$ cat src/rtl/bus_arb_pkg.sv
package bus_arb_pkg;
  typedef enum logic [1:0] {
    SCH_CHAIN = 2'd0,
    SCH_POLL  = 2'd1,
    SCH_INDEP = 2'd2
  } scheme_e;

  typedef enum logic [2:0] {
    ST_IDLE,
    ST_CHAIN,
    ST_POLL,
    ST_HELD,
    ST_TENURE
  } arb_state_e;
endpackage

$ cat src/rtl/arb_lowest_pick.sv
module arb_lowest_pick #(
  parameter int N_MASTERS = 4,
  parameter int IDX_W     = 2
) (
  input  logic [N_MASTERS-1:0] req,
  output logic                 any,
  output logic [IDX_W-1:0]     idx
);
  always_comb begin
    any = |req;
    idx = '0;
    for (int i = N_MASTERS - 1; i >= 0; i--) begin
      if (req[i]) idx = IDX_W'(i);
    end
  end
endmodule

$ cat src/rtl/arb_chain_walker.sv
module arb_chain_walker #(
  parameter int N_MASTERS = 4,
  parameter int IDX_W     = 2
) (
  input  logic             clk,
  input  logic             rst,
  input  logic             launch,
  input  logic             advance,
  output logic [IDX_W-1:0] pos,
  output logic             at_end
);
  localparam logic [IDX_W-1:0] LAST = IDX_W'(N_MASTERS - 1);

  always_ff @(posedge clk) begin
    if (rst)          pos <= '0;
    else if (launch)  pos <= '0;
    else if (advance) pos <= pos + 1'b1;
  end

  assign at_end = (pos == LAST);
endmodule

$ cat src/rtl/arb_poll_seq.sv
module arb_poll_seq #(
  parameter int N_MASTERS = 4,
  parameter int IDX_W     = 2
) (
  input  logic             clk,
  input  logic             rst,
  input  logic             launch,
  input  logic             advance,
  input  logic             load_start,
  input  logic [IDX_W-1:0] load_val,
  input  logic             rot_fire,
  input  logic [IDX_W-1:0] rot_idx,
  output logic [IDX_W-1:0] addr,
  output logic             at_end
);
  localparam logic [IDX_W-1:0] LAST = IDX_W'(N_MASTERS - 1);

  logic [IDX_W-1:0] start_q;
  logic [IDX_W-1:0] steps;

  function automatic logic [IDX_W-1:0] wrap_inc(input logic [IDX_W-1:0] v);
    return (v == LAST) ? '0 : v + 1'b1;
  endfunction

  always_ff @(posedge clk) begin
    if (rst) begin
      addr  <= '0;
      steps <= '0;
    end else if (launch) begin
      addr  <= start_q;
      steps <= '0;
    end else if (advance) begin
      addr  <= wrap_inc(addr);
      steps <= steps + 1'b1;
    end
  end

  always_ff @(posedge clk) begin
    if (rst)             start_q <= '0;
    else if (load_start) start_q <= load_val;
    else if (rot_fire)   start_q <= wrap_inc(rot_idx);
  end

  assign at_end = (steps == LAST);
endmodule

$ cat src/rtl/bus_arbiter_sel.sv
module bus_arbiter_sel
  import bus_arb_pkg::*;
#(
  parameter  int N_MASTERS = 4,
  localparam int IDX_W     = (N_MASTERS > 1) ? $clog2(N_MASTERS) : 1
) (
  input  logic                 clk,
  input  logic                 rst,
  input  logic [1:0]           scheme_sel,
  input  logic [IDX_W-1:0]     poll_start,
  input  logic                 poll_start_wr,
  input  logic                 poll_rotate,
  input  logic [N_MASTERS-1:0] req,
  input  logic                 busy_in,
  output logic [N_MASTERS-1:0] grant
);
  arb_state_e           state;
  scheme_e              cur_scheme;
  scheme_e              sel_s;
  logic [IDX_W-1:0]     win_idx;
  logic [N_MASTERS-1:0] grant_q;

  logic                 any_req;
  logic [IDX_W-1:0]     low_idx;
  logic [IDX_W-1:0]     chain_pos;
  logic [IDX_W-1:0]     poll_addr;
  logic                 chain_end;
  logic                 poll_end;
  logic [IDX_W-1:0]     cursor;
  logic                 hit;
  logic                 walk_end;
  logic                 start_ok;
  logic                 chain_launch;
  logic                 poll_launch;
  logic                 chain_adv;
  logic                 poll_adv;
  logic                 rot_fire;
  logic                 arb_idle;

  function automatic logic [N_MASTERS-1:0] onehot(input logic [IDX_W-1:0] i);
    return N_MASTERS'(1) << i;
  endfunction

  always_comb begin
    unique case (scheme_sel)
      2'd0:    sel_s = SCH_CHAIN;
      2'd1:    sel_s = SCH_POLL;
      default: sel_s = SCH_INDEP;
    endcase
  end

  arb_lowest_pick #(.N_MASTERS(N_MASTERS), .IDX_W(IDX_W)) u_pick (
    .req (req),
    .any (any_req),
    .idx (low_idx)
  );

  arb_chain_walker #(.N_MASTERS(N_MASTERS), .IDX_W(IDX_W)) u_chain (
    .clk     (clk),
    .rst     (rst),
    .launch  (chain_launch),
    .advance (chain_adv),
    .pos     (chain_pos),
    .at_end  (chain_end)
  );

  arb_poll_seq #(.N_MASTERS(N_MASTERS), .IDX_W(IDX_W)) u_poll (
    .clk        (clk),
    .rst        (rst),
    .launch     (poll_launch),
    .advance    (poll_adv),
    .load_start (poll_start_wr),
    .load_val   (poll_start),
    .rot_fire   (rot_fire),
    .rot_idx    (win_idx),
    .addr       (poll_addr),
    .at_end     (poll_end)
  );

  assign arb_idle     = (state == ST_IDLE);
  assign start_ok     = arb_idle && !busy_in && any_req;
  assign chain_launch = start_ok && (sel_s == SCH_CHAIN);
  assign poll_launch  = start_ok && (sel_s == SCH_POLL);
  assign cursor       = (cur_scheme == SCH_CHAIN) ? chain_pos : poll_addr;
  assign hit          = req[cursor];
  assign walk_end     = (cur_scheme == SCH_CHAIN) ? chain_end : poll_end;
  assign chain_adv    = (state == ST_CHAIN) && !busy_in && !hit && !chain_end;
  assign poll_adv     = (state == ST_POLL) && !busy_in && !hit && !poll_end;
  assign rot_fire     = (state == ST_TENURE) && !busy_in && poll_rotate
                        && (cur_scheme == SCH_POLL);

  always_ff @(posedge clk) begin
    if (rst) begin
      state      <= ST_IDLE;
      cur_scheme <= SCH_INDEP;
      win_idx    <= '0;
      grant_q    <= '0;
    end else begin
      unique case (state)
        ST_IDLE: begin
          if (start_ok) begin
            cur_scheme <= sel_s;
            unique case (sel_s)
              SCH_CHAIN: state <= ST_CHAIN;
              SCH_POLL:  state <= ST_POLL;
              default: begin
                win_idx <= low_idx;
                grant_q <= onehot(low_idx);
                state   <= ST_HELD;
              end
            endcase
          end
        end
        ST_CHAIN, ST_POLL: begin
          if (!busy_in) begin
            if (hit) begin
              win_idx <= cursor;
              grant_q <= onehot(cursor);
              state   <= ST_HELD;
            end else if (walk_end) begin
              state <= ST_IDLE;
            end
          end
        end
        ST_HELD: begin
          if (busy_in) begin
            state <= ST_TENURE;
          end else if (!req[win_idx]) begin
            grant_q <= '0;
            state   <= ST_IDLE;
          end
        end
        ST_TENURE: begin
          if (!busy_in) begin
            grant_q <= '0;
            state   <= ST_IDLE;
          end
        end
        default: state <= ST_IDLE;
      endcase
    end
  end

  assign grant = grant_q;
endmodule

$ cat config.mk
export PLATFORM = sky130hd
export DESIGN_NAME = bus_arbiter_sel
export DESIGN_NICKNAME = d
export VERILOG_FILES = /design/src/rtl/bus_arb_pkg.sv /design/src/rtl/arb_lowest_pick.sv /design/src/rtl/arb_chain_walker.sv /design/src/rtl/arb_poll_seq.sv /design/src/rtl/bus_arbiter_sel.sv
export SDC_FILE = /design/constraint.sdc
export NUM_CORES = 1
export LEC_CHECK = 0
export ABC_CLOCK_PERIOD_IN_PS = 2900
export BUFFER_PORTS_ARGS = -buffer_cell sky130_fd_sc_hd__clkbuf_2
export CORE_ASPECT_RATIO = 1.5
export CORE_MARGIN = 3
export CORE_UTILIZATION = 51
export DETAILED_ROUTE_END_ITERATION = 7
export GPL_TIMING_DRIVEN = 0
export PLACE_DENSITY = 0.79
export SLEW_MARGIN = 20
export SYNTH_ARGS = -nofsm -noshare
export SYNTH_HDL_FRONTEND = slang
export SYNTH_HIERARCHICAL = 1
export SYNTH_SLANG_ARGS = --single-unit
$ cat constraint.sdc
create_clock -name clk -period 2.9 [get_ports clk]
set_input_delay 0.58 -clock clk [delete_from_list [all_inputs] [get_ports clk]]
set_output_delay 0.58 -clock clk [all_outputs]
set_load 0.02 [all_outputs]
==> flow_metrics.tcl, run 1 <==
set metrics [dict create \
    status "completed" \
    synth_nets 179 \
    netlist_instances 163 \
    wl_um 3031 \
    num_vias 1288 \
    design_area_um2 1505 \
    gp_congestion 0.8869 \
    final_nets 202 \
    final_hold_viol_count 0 \
    yosysTopAreaCell "dfxtp_1" \
    antenna_found_initial 0 \
    finalCritPeriodShare_pct 89.75 \
    r2r_slack_ns 0.30 \
    synth.avg_cell_area_um2 8.213 \
    min_period_ns 2.603 \
    crit_fanout 6 \
    drive_above_1_share_pct 22.16 \
    worst_slew_margin_rel_pct 43.19 \
    final_cell_mix "nor2_1, dfxtp_1, clkbuf_2, nor3_1, o21ai_0" \
    wl_per_cell_um 14.50 \
    fin_util_pct 60.76 \
    crit_path_end "u_poll/addr[0]" \
    ios 17 \
    fillers 226 \
    cap_violations 0 \
    clock_tree.root_cell "clkbuf_4" \
    die_x_um 47.84 \
    hp-class "reg2reg" \
    num_antenna_cells 0 \
    setup_slack_ns 0.2973 \
    rr_startpoint "cur_scheme[1]" \
    routed_via_density 6.163 \
    clk_path_buf_depth 2 \
    synthMuxAreaShare_pct 9.720 \
    first_iter_violations 63 \
    startpoint "cur_scheme[1]" \
    seq_area_frac_synth_pct 28.41 \
    synthSimpleGateAreaFrac_pct 29.35 \
    core_um2 2477 \
    critPathArrivalTime_ns 2.82 \
    cp.required_ns 3.12 \
    synth_ff_type "dfxtp_1" \
    syn-cell-area_um2 1339 \
    cts.sinks 19 \
    h-tree-depth 1 \
    grt_usage_pct 22.44 \
    power_density_nw_per_um2 501.3 \
    cp-start-kind "flip-flop" \
    synth_top_family_by_area "simple AND/OR/NAND/NOR gates" \
    multi_input_area_um2 919.6 \
    grt_max_degree 17 \
    path_clk_slew_ns 0.12 \
    cellLeakagePower_nw 0.6090 \
    async_reset_ff_share_pct 0 \
    timing.setup.tns_ns 0 \
    grt_overflow 0 \
    rows 22 \
    syn_to_final_growth_pct 12.43 \
    postRouteAntennaNets 0 \
    crit_type "reg2reg" \
    synth_warnings 6 \
    tightest_slew_ns 0.8456 \
    dp_hpwl_um 2348 \
    cts_tree "built" \
    max_freq_ghz 0.3842 \
    cts_buffers 3 \
    synth_compound_area_share_pct 23.08 \
    drc_errors 0 \
    placed_cell_area_um2 1449 \
    port_buffers 16 \
    synthTopCellsByArea "dfxtp_1, nor2_1, mux2_2" \
    synth_seq_cells 19 \
    reg2reg_to "u_poll/addr[0]" \
    synth_fa_ha_area_share_pct 2.804 \
    grt_pass1_wl_um 5423 \
    r2r_cells 9 \
    synth_cell_types 48 \
    cp-end-kind "flip-flop" \
    grt_setup_unrepaired "false" \
    grt_pass1_vias 1214 \
    die-area_um2 3289 \
    clkLatencyLatePin_ns 0.31 \
    dr.pass1.iters 5 \
    synth_top_area_share_pct 28.41 \
    setup_violations 0 \
    holdBufCountCts 0 \
    regArea_um2 380.4 \
    post-place-ws_ns -0.2317 \
    skew_ns 0.008547 \
    ir_worst_vdd_mv 0.2883 \
    synth_xor_area_share_pct 2.617 \
    initial_core_util_pct 54.04 \
    die_h_um 68.75 \
    slew_violations 0 \
    synth_edf_count 0 \
]
==> flip-flops by register name, summed over array words and instances (netlist names) <==
| signal | cells |
|---|---|
| cur_scheme | 2 |
| grant | 4 |
| state | 3 |
| u_chain/pos | 2 |
| u_poll/addr | 2 |
| u_poll/start_q | 2 |
| u_poll/steps | 2 |
| win_idx | 2 |
==> cell usage after synthesis (2+ instances only) <==
master / number
o21ai_0: 10
nor2b_1: 8
dfxtp_1: 19
nor3_1: 10
a211oi_1: 7
mux2i_1: 4
nand2_1: 9
xnor2_1: 4
mux2_2: 6
a31oi_1: 2
a21oi_1: 7
inv_1: 8
clkbuf_1: 5
and3_1: 3
nor4b_1: 2
nor3_2: 2
ha_1: 3
nor2_1: 19
nand3_1: 3
a22o_1: 2
a21o_1: 3
==> worst max-delay path, stage by stage (launching register included) <==
cell and delay [ns]:
dfxtp_1 0.37, nor2_1 0.24, mux2_2 0.41, a211oi_1 0.33
or2_4 0.22, nand2_1 0.11, nor4b_4 0.33, buf_4 0.19
xnor2_1 0.07, a211oi_1 0.25
==> cell type report <==
class / instances / area share (%)
inverters: 8 / 1.995
multi-input cells: 130 / 61.10
well taps: 24 / 1.995
clock buffers: 4 / 1.746
plain buffers: 6 / 1.579
repair buffers: 18 / 6.318
flip-flops and latches: 19 / 25.27
==> worst min path at each step <==
stage / endpoint / slack [ns] / cells after the start / start
final: u_poll/addr[1] / 0.48 / 2 / u_poll/start_q[1]
after global routing: u_poll/addr[1] / 0.51 / 2 / u_poll/start_q[1]
after CTS: u_poll/addr[1] / 0.49 / 2 / u_poll/start_q[1]
after detailed placement: u_poll/addr[1] / 0.47 / 2 / u_poll/start_q[1]
after global placement: u_poll/addr[1] / 0.47 / 2 / u_poll/start_q[1]
after floorplan: u_poll/addr[1] / 0.45 / 2 / u_poll/start_q[1]
==> stage by stage <==
step / std cells / total power [W] / hold WS (ns)
final: 209 / 0.0007546 / 0.4848
after global routing: 209 / 0.0008084 / 0.5094
after CTS: 207 / 0.0007469 / 0.4874
after detailed placement: 203 / 0.0006086 / 0.4680
after global placement: 203 / 0.0005984 / 0.4659
after floorplan: 163 / 0.0005369 / 0.4470
==> logic make-up after synthesis <==
logic type | count (synthesis)
simple gates | 70
compound gates | 42
flops | 19
buf+inv | 14
mux | 11
xor+xnor | 4
fa+ha+maj | 3
==> where the power goes <==
part	total, W	leakage [nW]	internal (W)	switching [W]
combinational	0.000304	0.439	0.000125	0.000179
sequential	0.000309	0.155	0.000287	0.0000214
clock	0.000142	0.0150	0.0000538	0.0000881
==> timing repair <==
action / CTS / global route
gates resized for setup: 1 / 1
pin swaps: 0 / 1
endpoints found under the setup margin: 4 / 2
gates cloned: 0 / 0
hold endpoints to repair: 0 / 0
setup buffers: 0 / 2
==> layer usage <==
metal  vias to the layer above  global-route usage (%)  part of all wire [%]
li1                        643                       -                     -
met1                       604                   29.18                    42
met2                        36                   35.76                    52
met3                         5                   3.377                   4.5
met4                         0                   9.428                   1.6
met5                         -                       0                     0
Note: power is estimated with default switching activity, not from simulation.
==> run 2: changes to the inputs <==
- CORE_ASPECT_RATIO: 1.5 -> 0.7
==> flow_metrics.tcl, run 2 (synthesis gave the netlist of run 1 again) <==
set metrics [dict create \
    cts_tree "built" \
    crit_fanout 6 \
    die_h_um 48.87 \
    final_cell_mix "nor2_1, dfxtp_1, clkbuf_2, nor3_1, o21ai_0" \
    slew_violations 0 \
    hold_slack_ns 0.4816 \
    met1Wirelength_um 1575 \
    cts_buffers 3 \
    max_freq_ghz 0.3614 \
    grt_max_degree 17 \
    hp-class "reg2reg" \
    path_clk_slew_ns 0.08 \
    cap_violations 0 \
    min_path_cells 2 \
    hold_start "u_poll/start_q[1]" \
    num_vias 1309 \
    cellLeakagePower_nw 0.6211 \
    rr_startpoint "cur_scheme[1]" \
    wl_per_cell_um 15.84 \
    wl_um 3454 \
    dr.max_layer_used "met4" \
    finalCritPeriodShare_pct 95.41 \
    clkLatencyLatePin_ns 0.27 \
    grt_overflow 0 \
    worst_slew_margin_rel_pct 43.73 \
    grt_pass1_vias 1195 \
    cp-end-kind "flip-flop" \
    final_cells 218 \
    ios 17 \
    grt_setup_unrepaired "false" \
    p_total_w 0.0008245 \
    rows 14 \
    critPathArrivalTime_ns 2.92 \
    crit_chain "nor2_1 -> mux2_2 -> a211oi_1 -> or2_4 -> nand2_1 -> nor4_1 -> mux2i_1 -> nor3_2" \
    initial_core_util_pct 57.90 \
    reg2reg_to "u_chain/pos[1]" \
    setup_violations 0 \
    core_um2 2312 \
    ir_worst_vdd_mv 0.3387 \
    slowest_delay_ns 0.50 \
    grt_usage_pct 22.44 \
    dp_hpwl_um 2495 \
    routed_via_density 6.005 \
    syn_to_final_growth_pct 15.42 \
    met3_length_um 292 \
    die_x_um 67.24 \
    slowest_stage "nor4_1" \
    wl_met2_um 1525 \
    cp-start-kind "flip-flop" \
    path_buf_inv 0 \
    r2r_cells 8 \
    placed_cell_area_um2 1459 \
    gp_congestion 0.8574 \
    num_antenna_cells 0 \
    status "completed" \
    h-tree-depth 1 \
    first_iter_violations 163 \
    tightest_slew_ns 0.8376 \
    antenna_found_initial 0 \
    drc_errors 0 \
    clock_tree.root_cell "clkbuf_8" \
    final_hold_viol_count 0 \
    power_density_nw_per_um2 533.5 \
    min_period_ns 2.767 \
    cp.required_ns 3.05 \
    design_area_um2 1545 \
    fin_util_pct 66.83 \
    drive_above_1_share_pct 23.12 \
    crit_type "reg2reg" \
    fillers 210 \
    dpl.cell_count 211 \
    whs_endpoint "u_poll/addr[1]" \
    port_buffers 16 \
    clk_path_buf_depth 2 \
    dr.pass1.iters 4 \
    postRouteAntennaNets 0 \
    grt_pass1_wl_um 5713 \
    holdBufCountCts 0 \
    largest_reg_flops 4 \
    cts.sinks 19 \
    r2r_slack_ns 0.13 \
    crit_family "simple AND/OR/NAND/NOR gates" \
    skew_ns 0.004853 \
    die-area_um2 3286 \
    final_nets 203 \
]
## run 2: report_power, final
| group | internal [W] | switching, W |
|---|---|---|
| Sequential | 0.000287 | 0.0000230 |
| Clock | 0.0000974 | 0.000103 |
| Combinational | 0.000126 | 0.000187 |
| Total | 0.000511 | 0.000314 |
## run 2: tightest hold or removal path, stage by stage (launching register included)
cell	delay, ns
dfxtp_1	0.32
inv_1	0.07
a2111oi_2	0.06
## run 2: metrics by stage
stage	setup TNS (ns)	setup slack (ns)
5_1_grt	0	0.02057
3_5_place_dp	-0.5181	-0.2442
4_1_cts	0	0.07803
2_1_floorplan	0	0.1723
6_report	0	0.1332
3_3_place_gp	-0.09835	-0.09835
## run 2: final cells by class
cell class                 instances  area (µm²)  area share (%)
multi-input combinational        130       919.6           59.51
sequential                        19       380.4           24.62
timing repair buffer              19       102.6           6.640
clock buffer                       3       41.29           2.672
tap                               32       40.04           2.591
inverter                           8       30.03           1.943
buffer                             6       23.77           1.538
clock inverter                     1       7.507          0.4858
## run 2: how the worst max path moves through the flow
stage	to	startpoint	cells past startpoint	slack, ns
after floorplan	u_poll/addr[1]	cur_scheme[1]	8	0.17
after global placement	u_poll/addr[1]	u_chain/pos[1]	8	-0.1
after detailed placement	u_poll/addr[1]	cur_scheme[1]	8	-0.24
after CTS	u_poll/addr[1]	cur_scheme[1]	8	0.08
after global routing	u_poll/addr[1]	cur_scheme[1]	8	0.02
final	u_chain/pos[1]	cur_scheme[1]	8	0.13
## run 2: metal layers
metal | up-vias | global-route usage (%)
li1 | 642 | -
met1 | 603 | 32.87
met2 | 55 | 31.48
met3 | 9 | 5.069
met4 | 0 | 8.081
met5 | - | 0
## run 2: repair_timing
| item | 4_1_cts | 5_1_grt |
|---|---|---|
| buffers inserted | 0 | 3 |
| pin swaps | 0 | 1 |
| setup endpoints to repair | 4 | 3 |
| resized for setup | 1 | 1 |
